## src/rtl/cmd_dec_pkg.sv

```systemverilog
`timescale 1ns/1ps
package cmd_dec_pkg;

    localparam logic [7:0] OP_CLOCK     = 8'hFD;
    localparam logic [7:0] OP_CLOCK_SUB = 8'h60;
    localparam logic [7:0] OP_RESTART   = 8'hFE;

    localparam int NUM_FIELDS  = 5;
    localparam int FIELD_IDX_W = $clog2(NUM_FIELDS);

    typedef enum logic [2:0] {
        ST_IDLE,
        ST_SUB,
        ST_FIELD,
        ST_ADDR,
        ST_DROP
    } parse_state_t;

    typedef struct packed {
        logic [3:0] year;
        logic [3:0] month;
        logic [4:0] day;
        logic [4:0] hour;
        logic [5:0] minute;
    } clock_set_t;

    // Largest legal value of each field, in arrival order.
    function automatic logic [7:0] field_limit(input logic [FIELD_IDX_W-1:0] idx);
        case (idx)
            FIELD_IDX_W'(0): field_limit = 8'd15;
            FIELD_IDX_W'(1): field_limit = 8'd11;
            FIELD_IDX_W'(2): field_limit = 8'd30;
            FIELD_IDX_W'(3): field_limit = 8'd23;
            default:         field_limit = 8'd59;
        endcase
    endfunction

endpackage

```

## src/rtl/cmd_field_check.sv

```systemverilog
`timescale 1ns/1ps
module cmd_field_check
    import cmd_dec_pkg::*;
(
    input  logic [FIELD_IDX_W-1:0] idx,
    input  logic [7:0]             value,
    output logic                   ok
);
    assign ok = (value <= field_limit(idx));
endmodule

```

## src/rtl/cmd_addr_match.sv

```systemverilog
`timescale 1ns/1ps
module cmd_addr_match #(
    parameter int ADDR_BYTES = 4,
    localparam int IDX_W = (ADDR_BYTES > 1) ? $clog2(ADDR_BYTES) : 1
) (
    input  logic                    clk,
    input  logic                    rst,
    input  logic                    clear,
    input  logic                    step,
    input  logic [IDX_W-1:0]        idx,
    input  logic [7:0]              byte_in,
    input  logic [8*ADDR_BYTES-1:0] unit_addr,
    output logic                    hit
);
    logic [7:0] addr_bytes [ADDR_BYTES];
    logic       running_ok;
    logic       byte_eq;

    for (genvar g = 0; g < ADDR_BYTES; g++) begin : g_split
        assign addr_bytes[g] = unit_addr[8*(ADDR_BYTES-1-g) +: 8];
    end

    assign byte_eq = (byte_in == addr_bytes[idx]);
    assign hit     = running_ok & byte_eq;

    always_ff @(posedge clk) begin
        if (rst || clear) begin
            running_ok <= 1'b1;
        end else if (step) begin
            running_ok <= running_ok & byte_eq;
        end
    end


    mismatch_sticky_chk: assert property (@(posedge clk) disable iff (rst)
        (step && !clear && !byte_eq) |=> !running_ok);
endmodule

```

## src/rtl/cmd_clock_stage.sv

```systemverilog
`timescale 1ns/1ps
module cmd_clock_stage
    import cmd_dec_pkg::*;
(
    input  logic                   clk,
    input  logic                   rst,
    input  logic                   wr,
    input  logic [FIELD_IDX_W-1:0] idx,
    input  logic [5:0]             value,
    input  logic                   commit,
    output clock_set_t             shown,
    output logic                   load
);
    clock_set_t staged, staged_n;

    always_comb begin
        staged_n = staged;
        if (wr) begin
            case (idx)
                FIELD_IDX_W'(0): staged_n.year   = value[3:0];
                FIELD_IDX_W'(1): staged_n.month  = value[3:0];
                FIELD_IDX_W'(2): staged_n.day    = value[4:0];
                FIELD_IDX_W'(3): staged_n.hour   = value[4:0];
                default:         staged_n.minute = value;
            endcase
        end
    end

    always_ff @(posedge clk) begin
        if (rst) begin
            staged <= '0;
            shown  <= '0;
            load   <= 1'b0;
        end else begin
            staged <= staged_n;
            load   <= commit;
            if (commit) begin
                shown <= staged_n;
            end
        end
    end


    shown_hold_chk: assert property (@(posedge clk) disable iff (rst)
        !load |-> $stable(shown));
endmodule

```

## src/rtl/cmd_decoder.sv

```systemverilog
`timescale 1ns/1ps
module cmd_decoder
    import cmd_dec_pkg::*;
#(
    parameter int ADDR_BYTES = 4
) (
    input  logic                    clk,
    input  logic                    rst,
    input  logic [7:0]              in_byte,
    input  logic                    in_valid,
    input  logic                    in_sop,
    input  logic [8*ADDR_BYTES-1:0] unit_addr,
    output logic [3:0]              clk_year,
    output logic [3:0]              clk_month,
    output logic [4:0]              clk_day,
    output logic [4:0]              clk_hour,
    output logic [5:0]              clk_minute,
    output logic                    clk_load,
    output logic                    rst_req,
    output logic                    cmd_err
);
    localparam int AIDX_W = (ADDR_BYTES > 1) ? $clog2(ADDR_BYTES) : 1;

    parse_state_t            state, state_n;
    logic [FIELD_IDX_W-1:0]  fld_idx, fld_idx_n;
    logic [AIDX_W-1:0]       addr_idx, addr_idx_n;
    logic                    start;
    logic                    field_ok, addr_hit;
    logic                    wr_field, commit, addr_clear, addr_step;
    logic                    err_n, rreq_n;
    clock_set_t              shown;

    assign start = in_valid & in_sop;

    always_comb begin
        state_n    = state;
        fld_idx_n  = fld_idx;
        addr_idx_n = addr_idx;
        wr_field   = 1'b0;
        commit     = 1'b0;
        addr_clear = 1'b0;
        addr_step  = 1'b0;
        err_n      = 1'b0;
        rreq_n     = 1'b0;
        if (start) begin
            fld_idx_n  = '0;
            addr_idx_n = '0;
            case (in_byte)
                OP_CLOCK:   state_n = ST_SUB;
                OP_RESTART: begin
                    state_n    = ST_ADDR;
                    addr_clear = 1'b1;
                end
                default: begin
                    state_n = ST_DROP;
                    err_n   = 1'b1;
                end
            endcase
        end else if (in_valid) begin
            case (state)
                ST_SUB: begin
                    if (in_byte == OP_CLOCK_SUB) begin
                        state_n = ST_FIELD;
                    end else begin
                        state_n = ST_DROP;
                        err_n   = 1'b1;
                    end
                end
                ST_FIELD: begin
                    if (field_ok) begin
                        wr_field = 1'b1;
                        if (fld_idx == FIELD_IDX_W'(NUM_FIELDS - 1)) begin
                            commit  = 1'b1;
                            state_n = ST_IDLE;
                        end else begin
                            fld_idx_n = fld_idx + 1'b1;
                        end
                    end else begin
                        err_n   = 1'b1;
                        state_n = ST_IDLE;
                    end
                end
                ST_ADDR: begin
                    addr_step = 1'b1;
                    if (addr_idx == AIDX_W'(ADDR_BYTES - 1)) begin
                        rreq_n  = addr_hit;
                        state_n = ST_IDLE;
                    end else begin
                        addr_idx_n = addr_idx + 1'b1;
                    end
                end
                default: ;
            endcase
        end
    end

    always_ff @(posedge clk) begin
        if (rst) begin
            state    <= ST_IDLE;
            fld_idx  <= '0;
            addr_idx <= '0;
            cmd_err  <= 1'b0;
            rst_req  <= 1'b0;
        end else begin
            state    <= state_n;
            fld_idx  <= fld_idx_n;
            addr_idx <= addr_idx_n;
            cmd_err  <= err_n;
            rst_req  <= rreq_n;
        end
    end

    cmd_field_check u_check (
        .idx   (fld_idx),
        .value (in_byte),
        .ok    (field_ok)
    );

    cmd_addr_match #(.ADDR_BYTES(ADDR_BYTES)) u_match (
        .clk       (clk),
        .rst       (rst),
        .clear     (addr_clear),
        .step      (addr_step),
        .idx       (addr_idx),
        .byte_in   (in_byte),
        .unit_addr (unit_addr),
        .hit       (addr_hit)
    );

    cmd_clock_stage u_stage (
        .clk    (clk),
        .rst    (rst),
        .wr     (wr_field),
        .idx    (fld_idx),
        .value  (in_byte[5:0]),
        .commit (commit),
        .shown  (shown),
        .load   (clk_load)
    );

    assign clk_year   = shown.year;
    assign clk_month  = shown.month;
    assign clk_day    = shown.day;
    assign clk_hour   = shown.hour;
    assign clk_minute = shown.minute;


    one_event_chk: assert property (@(posedge clk) disable iff (rst)
        $countones({clk_load, rst_req, cmd_err}) <= 1);


    load_in_range_chk: assert property (@(posedge clk) disable iff (rst)
        clk_load |-> (clk_month <= 4'd11 && clk_day <= 5'd30 &&
                      clk_hour <= 5'd23 && clk_minute <= 6'd59));


    rst_req_pulse_chk: assert property (@(posedge clk) disable iff (rst)
        rst_req |=> !rst_req);


    err_needs_byte_chk: assert property (@(posedge clk) disable iff (rst)
        cmd_err |-> $past(in_valid));


    idle_no_move_chk: assert property (@(posedge clk) disable iff (rst)
        !in_valid |=> $stable(state));
endmodule

```

## config.mk

```make
export PLATFORM = sky130hd
export DESIGN_NAME = cmd_decoder
export DESIGN_NICKNAME = d
export VERILOG_FILES = /design/src/rtl/cmd_dec_pkg.sv /design/src/rtl/cmd_field_check.sv /design/src/rtl/cmd_addr_match.sv /design/src/rtl/cmd_clock_stage.sv /design/src/rtl/cmd_decoder.sv
export SDC_FILE = /design/constraint.sdc
export NUM_CORES = 1
export LEC_CHECK = 0
export BUFFER_PORTS_ARGS = -buffer_cell sky130_fd_sc_hd__buf_2
export CAP_MARGIN = 15
export CORE_MARGIN = 1.5
export CORE_UTILIZATION = 55
export CTS_CLUSTER_DIAMETER = 40
export DETAILED_ROUTE_END_ITERATION = 8
export PLACE_DENSITY_LB_ADDON = 0.12
export SETUP_SLACK_MARGIN = 0.5
export SLEW_MARGIN = 20
export SYNTH_ARGS = -nofsm -noshare
export SYNTH_HDL_FRONTEND = slang
export SYNTH_SLANG_ARGS = --single-unit
```

## constraint.sdc

```tcl
create_clock -name clk -period 5.2 [get_ports clk]
set_input_delay 1.04 -clock clk [delete_from_list [all_inputs] [get_ports clk]]
set_output_delay 1.04 -clock clk [all_outputs]
set_load 0.01 [all_outputs]
```

# After elaboration in Yosys (flattened, before gate mapping)
# Cells that the tools add are included.
[op_classes]
n_addsub = 2
order_cmp = 2
n_eq_ne = 14
muxes = 38
bitwise = 7
reduce_logical = 11
[op_table]
columns = ["operator", "n"]
rows = [
  ["24-bit 2-to-1 mux", 1],
  ["6-bit one-hot mux with 4 select lines", 1],
  ["1-bit 2-to-1 mux", 19],
  ["3-bit 2-to-1 mux", 6],
  ["8-bit binary-select mux with 2-bit select", 1],
  ["8-bit == test, second input constant", 2],
  ["8-bit 2-to-1 mux", 2],
  ["3-bit by 2-bit == test with 1-bit output, second input constant", 4],
  ["5-bit 2-to-1 mux", 2],
  ["3-bit one-hot mux with 3 select lines", 1],
  ["8-bit by 7-bit == test with 1-bit output, second input constant", 1],
  ["8-bit == test", 1],
  ["8-bit by 6-bit less-or-equal comparator with 1-bit output", 1],
  ["4-bit 2-to-1 mux", 2],
  ["4-bit AND reduction", 2],
  ["3-bit by 1-bit == test with 1-bit output, second input constant", 2],
  ["6-bit 2-to-1 mux", 1],
  ["3-bit one-hot mux with 2 select lines", 1],
  ["5-bit OR reduction", 1],
  ["4-bit inequality test, second input constant", 1],
  ["1-bit NOT", 4],
  ["4-bit nonzero test", 1],
  ["2-bit OR reduction", 2],
  ["4-bit OR reduction", 1],
  ["13 further kinds", 14],
]
[totals]
reg_bits = 60
input_bits = 44
out_inout_bits = 27
word_cells = 91

# Longest topological paths before layout
# Gate-level depths: netlist of the first run.
[logic_depth]
depth_word = 8
mapped_depth = 11
ltp_nobuf = 9

# Hierarchy
# From an unflattened synthesis of the first run, not the netlist that was laid out.
[hier_totals]
cells_unflattened = 281
area_unflattened_um2 = 2816.5
[modules_own_cells]
columns = ["mod", "n_inst", "cells_each", "area_per_inst_um2", "seq_area_each_um2"]
rows = [
  ["cmd_clock_stage", 1, 163, 1699.1, 980.9],
  ["cmd_decoder", 1, 66, 588.1, 200.2],
  ["cmd_addr_match", 1, 32, 382.9, 20.0],
  ["cmd_field_check", 1, 20, 146.4, 0.0],
]

# Worst setup path after synthesis of the first run
# OpenSTA, ideal clock, no wires.
[synth_path]
path_type = "input to register"
startpoint = "in in_byte[0]"
endpoint = "reg, netlist name u_stage.shown[15]"
setup_ns = 0.075
t_arrival_ns = 2.929
t_required_ns = 5.125
path_slack_ns = 2.195
stages = 9
path_buffers = 2
path_cell_list = "clkbuf_1 inv_1 ha_1 and4_1 a22oi_4 a2111oi_4 nand2b_1 buf_2 o22ai_1"
[synth_between]
elab_chain_cells = 6
elab_cells_between_ends = 10
classes_between = "order compare: 1; mux: 9"
[synth_rtl]
columns = ["element", "line_no", "text"]
rows = [
  ["start, declared", "cmd_decoder.sv:9", "input logic [7:0] in_byte,"],
  ["8-bit by 6-bit less-or-equal comparator with 1-bit output *", "cmd_field_check.sv:9", "assign ok = (value <= field_limit(idx));"],
  ["1-bit 2-to-1 mux", "cmd_decoder.sv:70", "if (field_ok) begin"],
  ["1-bit 2-to-1 mux", "cmd_decoder.sv:60", "case (state)"],
  ["1-bit 2-to-1 mux", "cmd_decoder.sv:59", "end else if (in_valid) begin"],
  ["1-bit 2-to-1 mux", "cmd_decoder.sv:45", "if (start) begin"],
  ["24-bit 2-to-1 mux", "cmd_clock_stage.sv:18", "if (wr) begin"],
]
# Every way passes the cells marked *; elsewhere a longest branch is shown, timed or not.
# A chain may end at the register's enable or synchronous reset.

# Worst setup path in the final report of the first run
[layout_path]
startpoint = "in in_byte[4]"
endpoint = "reg, netlist name u_stage.shown[7]"
[layout_between]
elab_chain_cells = 6
elab_cells_between_ends = 10
classes_between = "order compare: 1; mux: 9"
[layout_rtl]
columns = ["element", "line_no"]
rows = [
  ["8-bit by 6-bit less-or-equal comparator with 1-bit output *", "cmd_field_check.sv:9"],
  ["1-bit 2-to-1 mux", "cmd_decoder.sv:70"],
  ["1-bit 2-to-1 mux", "cmd_decoder.sv:60"],
  ["1-bit 2-to-1 mux", "cmd_decoder.sv:59"],
  ["1-bit 2-to-1 mux", "cmd_decoder.sv:45"],
  ["24-bit 2-to-1 mux", "cmd_clock_stage.sv:18"],
]
# Marked as above.

==> results by group, run 1 <==
Outcome
  • Status: finished clean

Timing
  • Hold Violations, Final: 0
  • Slew headroom: ~44%
  • Smallest hold slack: 455 ps
  • Finish-stage setup viols: 0
  • Final Critical Period: 3280 ps
  • Final Cycle Share: between 60% and 70%
  • Clock skew after layout: 7.10 ps
  • Max Slew Vio Count: 0
  • Final setup margin: 1920 ps
  • Fmax: slightly above 300 MHz
  • RSZ-0062 raised after global routing: false
  • Final TNS setup: 0 ps
  • Slew @ Worst Pin: 846 ps

Logic synthesis
  • Seq/Total Area, Yosys: between 30% and 40%
  • Number of synthesized register bits: 54
  • Largest cells by area after synthesis: dfxtp_1, mux4_2, nand2_1
  • Cell taking the most area after synthesis: dfxtp_1
  • Synth Warn #: 0
  • Yosys cell types: between 50 and 60
  • Share of the synthesized area in the top cell type: about 38%
  • Post-synth EDFFs: 0
  • Mapped Avg Cell Area: around 9.4 um2
  • Dominant synthesized flop cell: dfxtp_1
  • Most frequent cell after synthesis: dfxtp_1
  • Post-Syn Area: 2850 um2
  • Most frequent cells after synthesis: dfxtp_1, nand2_1, nor2_1
  • Ys async rst share: 0%
  • Post-Syn Nets: 360
  • Cells after Synth: roughly 310

Routing
  • Antenna-violating nets left: 0
  • Vias per Instance: 5.72
  • TritonRoute pass-1 iters: 5
  • Wirelength per Cell: approximately 15 um
  • 1st-iter DRT viols: 156
  • Detailed Route WL: roughly 6600 um
  • Vias: 2489
  • Residual DRC: 0

Placement
  • Pre-CTS setup slack: between 1500 and 2000 ps
  • Placed instance area: around 3200 um2
  • I/O Buffers: 70
  • GP Congestion: between 0.8 and 0.9
  • HPWL after DPL: 4770 um

Hold path
  • Hold Path Class: register to register
  • Hold EP: u_stage.shown[23]$_SDFFE_PP0P_
  • Worst Hold Launch: u_stage.shown[23]$_SDFFE_PP0P_
  • Hold path cells: 2

Floorplanning
  • Initial Util: a little under three fifths
  • Row Count: 26
  • Die area: about 5600 um2
  • Core Area: around 5000 um2
  • Chip width: roughly 75 um
  • Die height: 75.0 um
  • I/O Pins: 71

Clocking
  • CTS Buf Count: 5
  • Post-CTS Resized: 0
  • CTS tree: done
  • Maximum clock path buffer count: 2
  • Clk slew on worst S/H paths: about 100 ps
  • Root buf cell: clkbuf_8
  • Post-CTS setup buffer count: 0
  • Clk_lat worst skew: 310 ps
  • Hold_buf cts: 0
  • H-tree Lvls: 2
  • Clk sinks: 54

Power and ir drop
  • P_leak: around 0.0014 uW
  • Maximum VDD drop: between 0.2 and 0.25 mV
  • Clock share of power: 36.6%
  • Tot Pwr: around 760 uW
  • Internal power: slightly below 600 uW
  • Combinational share of power: 9.0%
  • Power Density: ~230 nW/um2
  • Switching part of the total: a little under a quarter
  • Sw power: about 170 uW
  • Sequential cell fraction of total power: between 50% and 60%

Worst setup path
  • CP Cell Sequence: buf_2 > ha_1 > and4bb_1 > mux2i_4 > o2111a_1 > nor2_1 > a211oi_1
  • CP max-delay cell: o2111a_1
  • Crit path capture type: register
  • Worst Path Required: approximately 5400 ps
  • R2R cell count: 9
  • Worst path max stage delay: 660 ps
  • Worst Setup Start Kind: input port
  • Critical path buffers and inverters: 1
  • Reg2reg end: u_stage.shown[7]$_SDFFE_PP0P_
  • Reg2reg start: fld_idx[0]$_SDFFE_PP0P_
  • Cell family with most CP delay: compound AO/OA/AOI/OAI gates
  • Crit Path Category: input port to register
  • Crit Path Max Fanout: 20
  • CP arrival: approximately 3500 ps
  • Worst reg2reg setup slack: 2040 ps

Global route
  • Initial antenna violation count: 0
  • Global-route wire length before repair: about 11000 um
  • Total gr overflow: 0
  • Global Route Usage Sum: between 20% and 30%
  • Largest net degree at the start of global routing: 51
  • Vias in the first global route: between 2000 and 2500

Cells and area
  • Final nets: 419
  • Cell area after layout: about 3300 um2
  • Synth-to-layout area growth: 16.2%
  • # diodes: 0
  • Share of cells above drive strength 1: a little over a quarter

Flow run
  • Maximum capacitance violations: 0
## worst max path at each step
stage	slack (ps)	start	to	depth (start not counted)
final	1920	in_byte[4]	u_stage.shown[7]$_SDFFE_PP0P_	7
after global placement	1740	in_byte[5]	u_stage.shown[5]$_SDFFE_PP0P_	7
after detailed placement	1640	in_byte[4]	u_stage.shown[6]$_SDFFE_PP0P_	7
after CTS	1910	in_byte[4]	u_stage.shown[7]$_SDFFE_PP0P_	7
after floorplan	2200	in_byte[0]	u_stage.shown[15]$_SDFFE_PP0P_	9
after global routing	1790	in_byte[4]	u_stage.shown[9]$_SDFFE_PP0P_	7
## cells in the final DEF (no fill, tap or decap), types with 5 or more instances in the layout
master	count
buf_2	70
nand2b_1	12
nor2_1	27
clkbuf_8	5
nor3_1	6
dfxtp_1	54
a21oi_1	23
xnor2_1	11
a211oi_1	8
mux4_2	8
ha_1	11
o22ai_1	9
inv_1	6
mux2i_1	10
nand2_1	41
nand3_1	5
## power by group through the flow
| stage | sequential (uW) | clock (uW) | combinational (uW) |
|---|---|---|---|
| 2_1_floorplan | 425 | 0 | 40.8 |
| 3_3_place_gp | 425 | 0 | 66.0 |
| 3_5_place_dp | 425 | 0 | 67.8 |
| 4_1_cts | 415 | 283 | 68.0 |
| 5_1_grt | 415 | 302 | 73.6 |
| 6_report | 415 | 279 | 68.3 |
## routing by layer
layer	global-route usage [%]	up-vias	part of all wire (%)
li1	-	1229	-
met3	3.61	12	4.8
met1	34.3	1186	45
met5	0	-	0
met4	4.85	0	1.5
met2	40.8	62	48
## sequential cells by signal, indices dropped and copies added (netlist names)
name	flops
cmd_err	1
state	3
u_stage.load	1
u_match.running_ok	1
u_stage.shown	24
rst_req	1
fld_idx	3
u_stage.staged	18
addr_idx	2
## layout make-up
class,count,area (um2)
inverters,7,28.8
fillers,439,1730
clock buffers,6,72.6
flip-flops and latches,54,1080
multi-input cells,224,1640
clock inverters,2,37.5
repair buffers,72,365
well taps,70,87.6
## logic make-up after synthesis
family / after synthesis / synth area share, %
AND/OR/NAND/NOR: 116 / 19.9
flip-flops: 54 / 37.9
AO/OA/AOI/OAI: 67 / 18.8
buffers and inverters: 27 / 4.56
multiplexers: 19 / 10.6
XOR/XNOR: 11 / 3.38
adder cells (fa/ha/maj): 11 / 4.82
## tightest hold or removal path, stage by stage (launching register included)
cell	delay [ps]
dfxtp_1	320
nand2_1	50
a21oi_1	50
## metrics by stage
stage | std cells | util (%)
CTS | 435 | 65.8
detailed placement | 427 | 63.6
finish | 435 | 65.8
global route | 435 | 65.8
global placement | 427 | 63.6
floorplan | 305 | -
Power figures use the tool's default switching activity.
==> run 2: changes to the inputs <==
CORE_UTILIZATION = 53   (was 55)
clock period = 3.2 ns   (was 5.2 ns; I/O delays follow)
==> run 2 against run 1 <==
Worst setup slack worse by 1400 ps. Hold slack better by 0.64 ps. Die area up 3.6%. Highest routed layer unchanged.
==> results by group, run 2 (synthesized netlist as in run 1, its figures left out) <==
Timing
  • Max Slew Vio Count: 0
  • Hold Violations, Final: 0
  • Fmax: 379 MHz
  • Final Cycle Share: about 82%
  • RSZ-0062 raised after global routing: false
  • Final TNS setup: 0 ps
  • Slew @ Worst Pin: ~600 ps
  • Clock skew after layout: 6.91 ps
  • Final Critical Period: 2640 ps
  • Slew headroom: approximately three fifths
  • Finish-stage setup viols: 0

Power and ir drop
  • Tot Pwr: roughly 1200 uW
  • Maximum VDD drop: 0.209 mV
  • Power Density: approximately 340 nW/um2
  • P_leak: 0.00142 uW

Routing
  • 1st-iter DRT viols: between 150 and 200
  • TritonRoute pass-1 iters: 5
  • Vias per Instance: between 5 and 6
  • Residual DRC: 0
  • Vias: approximately 2600
  • Detailed Route WL: 6880 um
  • Wirelength per Cell: 15.5 um
  • Antenna-violating nets left: 0

Cells and area
  • Filler cells: 456
  • # diodes: 0
  • Share of cells above drive strength 1: between 30 and 40%
  • Commonest cells after routing, fill and taps aside: buf_2, dfxtp_1, nand2_1
  • Final nets: 429
  • Reg with most FFs: u_stage.shown
  • Synth-to-layout area growth: 21.5%
  • Largest register FFs: 24
  • Commonest non-fill, non-tap cell in the layout: buf_2
  • Largest regs: u_stage.shown x24, u_stage.staged x18

Floorplanning
  • Die height: between 70 and 80 um
  • Initial Util: 55.5%
  • Core Area: around 5100 um2
  • Row Count: 26
  • Die area: between 5000 and 6000 um2
  • Chip width: ~76 um
  • I/O Pins: a little over 70

Global route
  • Largest net degree at the start of global routing: 38
  • Total gr overflow: 0
  • Global Route Usage Sum: a little under a quarter
  • Vias in the first global route: approximately 2300
  • Global-route wire length before repair: 11300 um
  • Initial antenna violation count: 0

Placement
  • I/O Buffers: 70
  • GP Congestion: approximately 0.91
  • HPWL after DPL: a little under 5000 um

Outcome
  • Status: finished clean

Worst setup path
  • CP arrival: between 2000 and 3000 ps
  • Worst Path Required: around 3400 ps
  • Worst Setup Start Kind: register
  • Worst reg2reg setup slack: around 560 ps
  • Crit Path Category: register to register
  • Crit Path Max Fanout: 4
  • Crit path capture type: register

Clocking
  • CTS Buf Count: 5
  • CTS tree: done
  • Root buf cell: clkbuf_8
  • Hold_buf cts: 0
  • Clk sinks: 54
  • H-tree Lvls: 2
  • Clk_lat worst skew: 300 ps
  • Clk slew on worst S/H paths: ~100 ps
  • Maximum clock path buffer count: 2

Flow run
  • Maximum capacitance violations: 0

Hold path
  • Hold Path Class: register to register
run 2: cell count changes in the layout (fill, tap and decap cells not counted), moves of 2 or more:
cell       change
a2111oi_0      -2
a2111oi_1      +2
buf_4         +10
clkinv_4       +2
dfxtp_1        -3
dfxtp_2        +2
mux2i_1        -3
mux2i_2        +3
o2111ai_1      -2
o2111ai_4      +2
run 2: timing repair:
| item | in CTS | in global routing |
|---|---|---|
| setup buffers | 2 | 3 |
| pin swaps | 1 | 4 |
| resized for setup | 8 | 16 |
| setup endpoints to repair | 27 | 45 |
run 2: cell type report:
type | count | area (um2) | share of cell area (%)
clock inverter | 2 | 17.5 | 0.505
sequential | 54 | 1090 | 31.3
timing repair buffer | 82 | 440 | 12.7
inverter | 7 | 28.8 | 0.830
tap | 70 | 87.6 | 2.53
clock buffer | 6 | 82.6 | 2.38
multi-input combinational | 224 | 1720 | 49.7
run 2: path summary, 6_finish.rpt:
| path | end | depth (start not counted) | start |
|---|---|---|---|
| setup / recovery | state[1]$_SDFFE_PP0P_ | 9 | fld_idx[1]$_SDFFE_PP0P_ |
| hold / removal | u_stage.shown[3]$_SDFFE_PP0P_ | 2 | u_stage.shown[3]$_SDFFE_PP0P_ |
| setup reg to reg | state[1]$_SDFFE_PP0P_ | 9 | fld_idx[1]$_SDFFE_PP0P_ |
| hold reg to reg | u_stage.shown[3]$_SDFFE_PP0P_ | 2 | u_stage.shown[3]$_SDFFE_PP0P_ |
run 2: per-layer routing:
layer	routed length (um)	vias up	share of wire (%)	track usage (%)
met5	0	-	0	0
met4	118	0	1.7	8.52
met3	308	10	4.5	4.55
met2	3310	88	48	37.9
met1	3140	1220	46	32.5
li1	-	1255	-	-
run 2: where the power goes:
| part | total (uW) | internal, uW | switching [uW] | leakage [uW] |
|---|---|---|---|---|
| combinational | 119 | 53.4 | 65.6 | 0.000936 |
| sequential | 674 | 672 | 1.62 | 0.000437 |
| clock | 399 | 178 | 221 | 0.0000514 |
| total | 1190 | 904 | 288 | 0.00142 |
run 2: stage by stage:
stage / util (%) / setup WS [ps] / hold slack (ps) / instances / cell area, um2
CTS: 66.1 / 504 / 460 / 442 / 3400
global route: 67.5 / 485 / 482 / 445 / 3470
floorplan: - / 541 / 436 / 305 / 2850
finish: 67.5 / 563 / 456 / 445 / 3470
detailed placement: 63.1 / 326 / 446 / 432 / 3240
global placement: 63.1 / 367 / 437 / 432 / 3240
run 2: critical path, cell delays in order (launching register included):
cell	delay, ps
dfxtp_4	360
ha_1	180
ha_2	170
or3_1	310
ha_1	180
nand4b_1	280
a22oi_4	280
a211oi_1	140
a2111oi_1	510
nor3_1	100
==> run 3: changes to the inputs <==
CORE_UTILIZATION = 48   (was 53)
clock period = 2.41 ns   (was 3.2 ns; I/O delays follow)
==> run 3 against run 2 <==
The run now ends with setup timing left. Critical endpoint is now u_stage.shown[6]$_SDFFE_PP0P_. Power is 44% higher. First-iteration DRC count is 43% lower. Core utilization is 2.7 points higher. Register-to-register slack worse by 750 ps. Non-clock buffer count is 27 higher. Critical path depth stayed put. Die area is 10% higher. Count of clock-buffer cells in the layout is 1 lower. Sequential power is 33% higher. Wire length is 9.7% higher. Worst setup slack worse by 750 ps. Largest power group unchanged. Sequential share of layout area is 3.7 points lower.
==> results by group, run 3 (synthesized netlist as in run 1, its figures left out) <==
Worst setup path
  • Worst Path Required: roughly 2600 ps
  • Crit Path Category: register to register
  • Worst Setup Start Kind: register
  • Crit path capture type: register
  • CP startpoint: fld_idx[0]$_SDFFE_PP0P_
  • CP max-delay cell: dfxtp_2
  • CP arrival: between 2000 and 3000 ps
  • CP Cell Sequence: ha_4 > ha_4 > or3_4 > ha_4 > nand4b_1 > and3_4 > o2111ai_4 > mux2i_2 > a211oi_1
  • Reg2reg end: u_stage.shown[6]$_SDFFE_PP0P_
  • R2R cell count: 9
  • Worst reg2reg setup slack: -190 ps
  • Worst path max stage delay: 350 ps
  • Critical path destination: u_stage.shown[6]$_SDFFE_PP0P_
  • Critical path's most frequent cell: ha_4
  • Reg2reg start: fld_idx[0]$_SDFFE_PP0P_
  • Crit Path Max Fanout: 5

Timing
  • Max Slew Vio Count: 0
  • RSZ-0062 raised after global routing: true
  • Clock skew after layout: about 9.6 ps
  • Smallest hold slack: ~460 ps
  • Final setup margin: -190 ps
  • Slew headroom: 56.1%
  • Fmax: ~380 MHz
  • Hold Violations, Final: 0
  • Final TNS setup: -3370 ps
  • Slew @ Worst Pin: about 650 ps
  • Final Critical Period: between 2000 and 3000 ps
  • Finish-stage setup viols: 44
  • Final Cycle Share: 108%

Power and ir drop
  • P_leak: around 0.0016 uW
  • Combinational share of power: 10.7%
  • Sequential cell fraction of total power: between 50% and 60%
  • Clock share of power: a little under two fifths
  • Tot Pwr: between 1500 and 2000 uW
  • Maximum VDD drop: 0.265 mV
  • Internal power: 1300 uW
  • Sw power: between 400 and 500 uW
  • Switching part of the total: around 25%
  • Power Density: between 400 and 500 nW/um2

Cells and area
  • Share of cells above drive strength 1: a little under half
  • Reg with most FFs: u_stage.shown
  • Final nets: between 400 and 500
  • Commonest cells after routing, fill and taps aside: buf_2, dfxtp_1, buf_4
  • Largest regs: u_stage.shown x24, u_stage.staged x18
  • Synth-to-layout area growth: 37.9%
  • # diodes: 0
  • Largest register FFs: 24
  • Commonest non-fill, non-tap cell in the layout: buf_2

Routing
  • Residual DRC: 0
  • Antenna-violating nets left: 0
  • Metal1 wirelength: roughly 3200 um
  • TritonRoute pass-1 iters: 4
  • Detailed Route WL: 7550 um
  • Top Metal Used: met4
  • Wirelength per Cell: 15.9 um
  • DR WL met2: ~3800 um
  • Met3 WL post-DR: approximately 410 um
  • Vias: 2688
  • Vias per Instance: 5.66
  • 1st-iter DRT viols: roughly 100

Hold path
  • Hold path cells: 2
  • Hold Path Class: register to register

Clocking
  • Clk_lat worst skew: between 300 and 400 ps
  • Hold_buf cts: 0
  • Clk slew on worst S/H paths: 110 ps
  • H-tree Lvls: 2
  • Maximum clock path buffer count: 2
  • Clk sinks: 54
  • Root buf cell: clkbuf_8
  • CTS Buf Count: 5
  • CTS tree: done

Placement
  • HPWL after DPL: about 5400 um
  • GP Congestion: 0.861
  • I/O Buffers: 70
  • Pre-CTS setup slack: -168 ps

Global route
  • Initial antenna violation count: 0
  • Global Route Usage Sum: about a quarter
  • Largest net degree at the start of global routing: 30
  • Vias in the first global route: 2720
  • Global-route wire length before repair: between 10000 and 15000 um
  • Total gr overflow: 0

Floorplanning
  • Row Count: 27
  • Core Area: between 5000 and 6000 um2
  • Chip width: around 80 um
  • Die height: roughly 80 um
  • I/O Pins: 71
  • Die area: roughly 6400 um2
  • Initial Util: roughly 51%

Outcome
  • Failing checks: setup timing
  • Status: finished, violations left

Flow run
  • Maximum capacitance violations: 0
==> run 3: cell count changes in the layout (fill, tap and decap cells not counted), sizes merged <==
cell	before	now
buf	82	108
bufinv	0	1
clkinv	2	1
inv	7	8
nand2b	12	13
==> run 3: worst max-delay path, delay by kind of cell, from the launching register on <==
kind                     cells  cell delay [ps]
adder cells (fa/ha/maj)      3              470
multiplexers                 1              310
AO/OA/AOI/OAI                2              440
flip-flops                   1              350
AND/OR/NAND/NOR              3              930
==> run 3: how the worst min path moves through the flow <==
| stage | start | end | slack, ps |
|---|---|---|---|
| CTS | u_stage.shown[1]$_SDFFE_PP0P_ | u_stage.shown[1]$_SDFFE_PP0P_ | 460 |
| finish | u_stage.shown[1]$_SDFFE_PP0P_ | u_stage.shown[1]$_SDFFE_PP0P_ | 460 |
| floorplan | u_match.running_ok$_SDFFE_PP1P_ | u_match.running_ok$_SDFFE_PP1P_ | 440 |
| detailed placement | u_stage.shown[0]$_SDFFE_PP0P_ | u_stage.shown[0]$_SDFFE_PP0P_ | 440 |
| global route | u_stage.shown[0]$_SDFFE_PP0P_ | u_stage.shown[0]$_SDFFE_PP0P_ | 490 |
| global placement | u_stage.shown[1]$_SDFFE_PP0P_ | u_stage.shown[1]$_SDFFE_PP0P_ | 440 |
==> run 3: per-layer routing <==
metal | vias up | GRT usage [%]
met4 | 0 | 6.38
met1 | 1276 | 31.1
met3 | 12 | 4.20
li1 | 1313 | -
met5 | - | 0
met2 | 87 | 43.9
==> run 3: what timing repair did <==
| item | 4_1_cts | 5_1_grt |
|---|---|---|
| resized for setup | 26 | 30 |
| setup buffers | 4 | 2 |
| pin swaps | 25 | 23 |
| endpoints found under the setup margin | 51 | 49 |
| cloned | 2 | 1 |
==> run 3: metrics by stage <==
stage	cell area, um2	std cells	util, %
global placement	3520	458	62.8
floorplan	2960	305	-
finish	3940	475	70.2
detailed placement	3520	458	62.8
CTS	3780	472	67.4
global route	3940	475	70.2
==> run 3: area by class of cell <==
cell class	count	area, um2
inverter	7	28.8
clock buffer	5	68.8
fill	455	1670
sequential	54	1090
clock inverter	3	47.5
timing repair buffer	109	696
multi-input combinational	225	1920
tap	72	90.1
==> run 3: power groups by stage <==
stage / Combinational [uW] / Clock, uW / Sequential, uW
2_1_floorplan: 92.8 / 0 / 916
3_3_place_gp: 163 / 0 / 916
3_5_place_dp: 166 / 0 / 916
4_1_cts: 177 / 648 / 894
5_1_grt: 199 / 685 / 895
6_report: 184 / 642 / 894
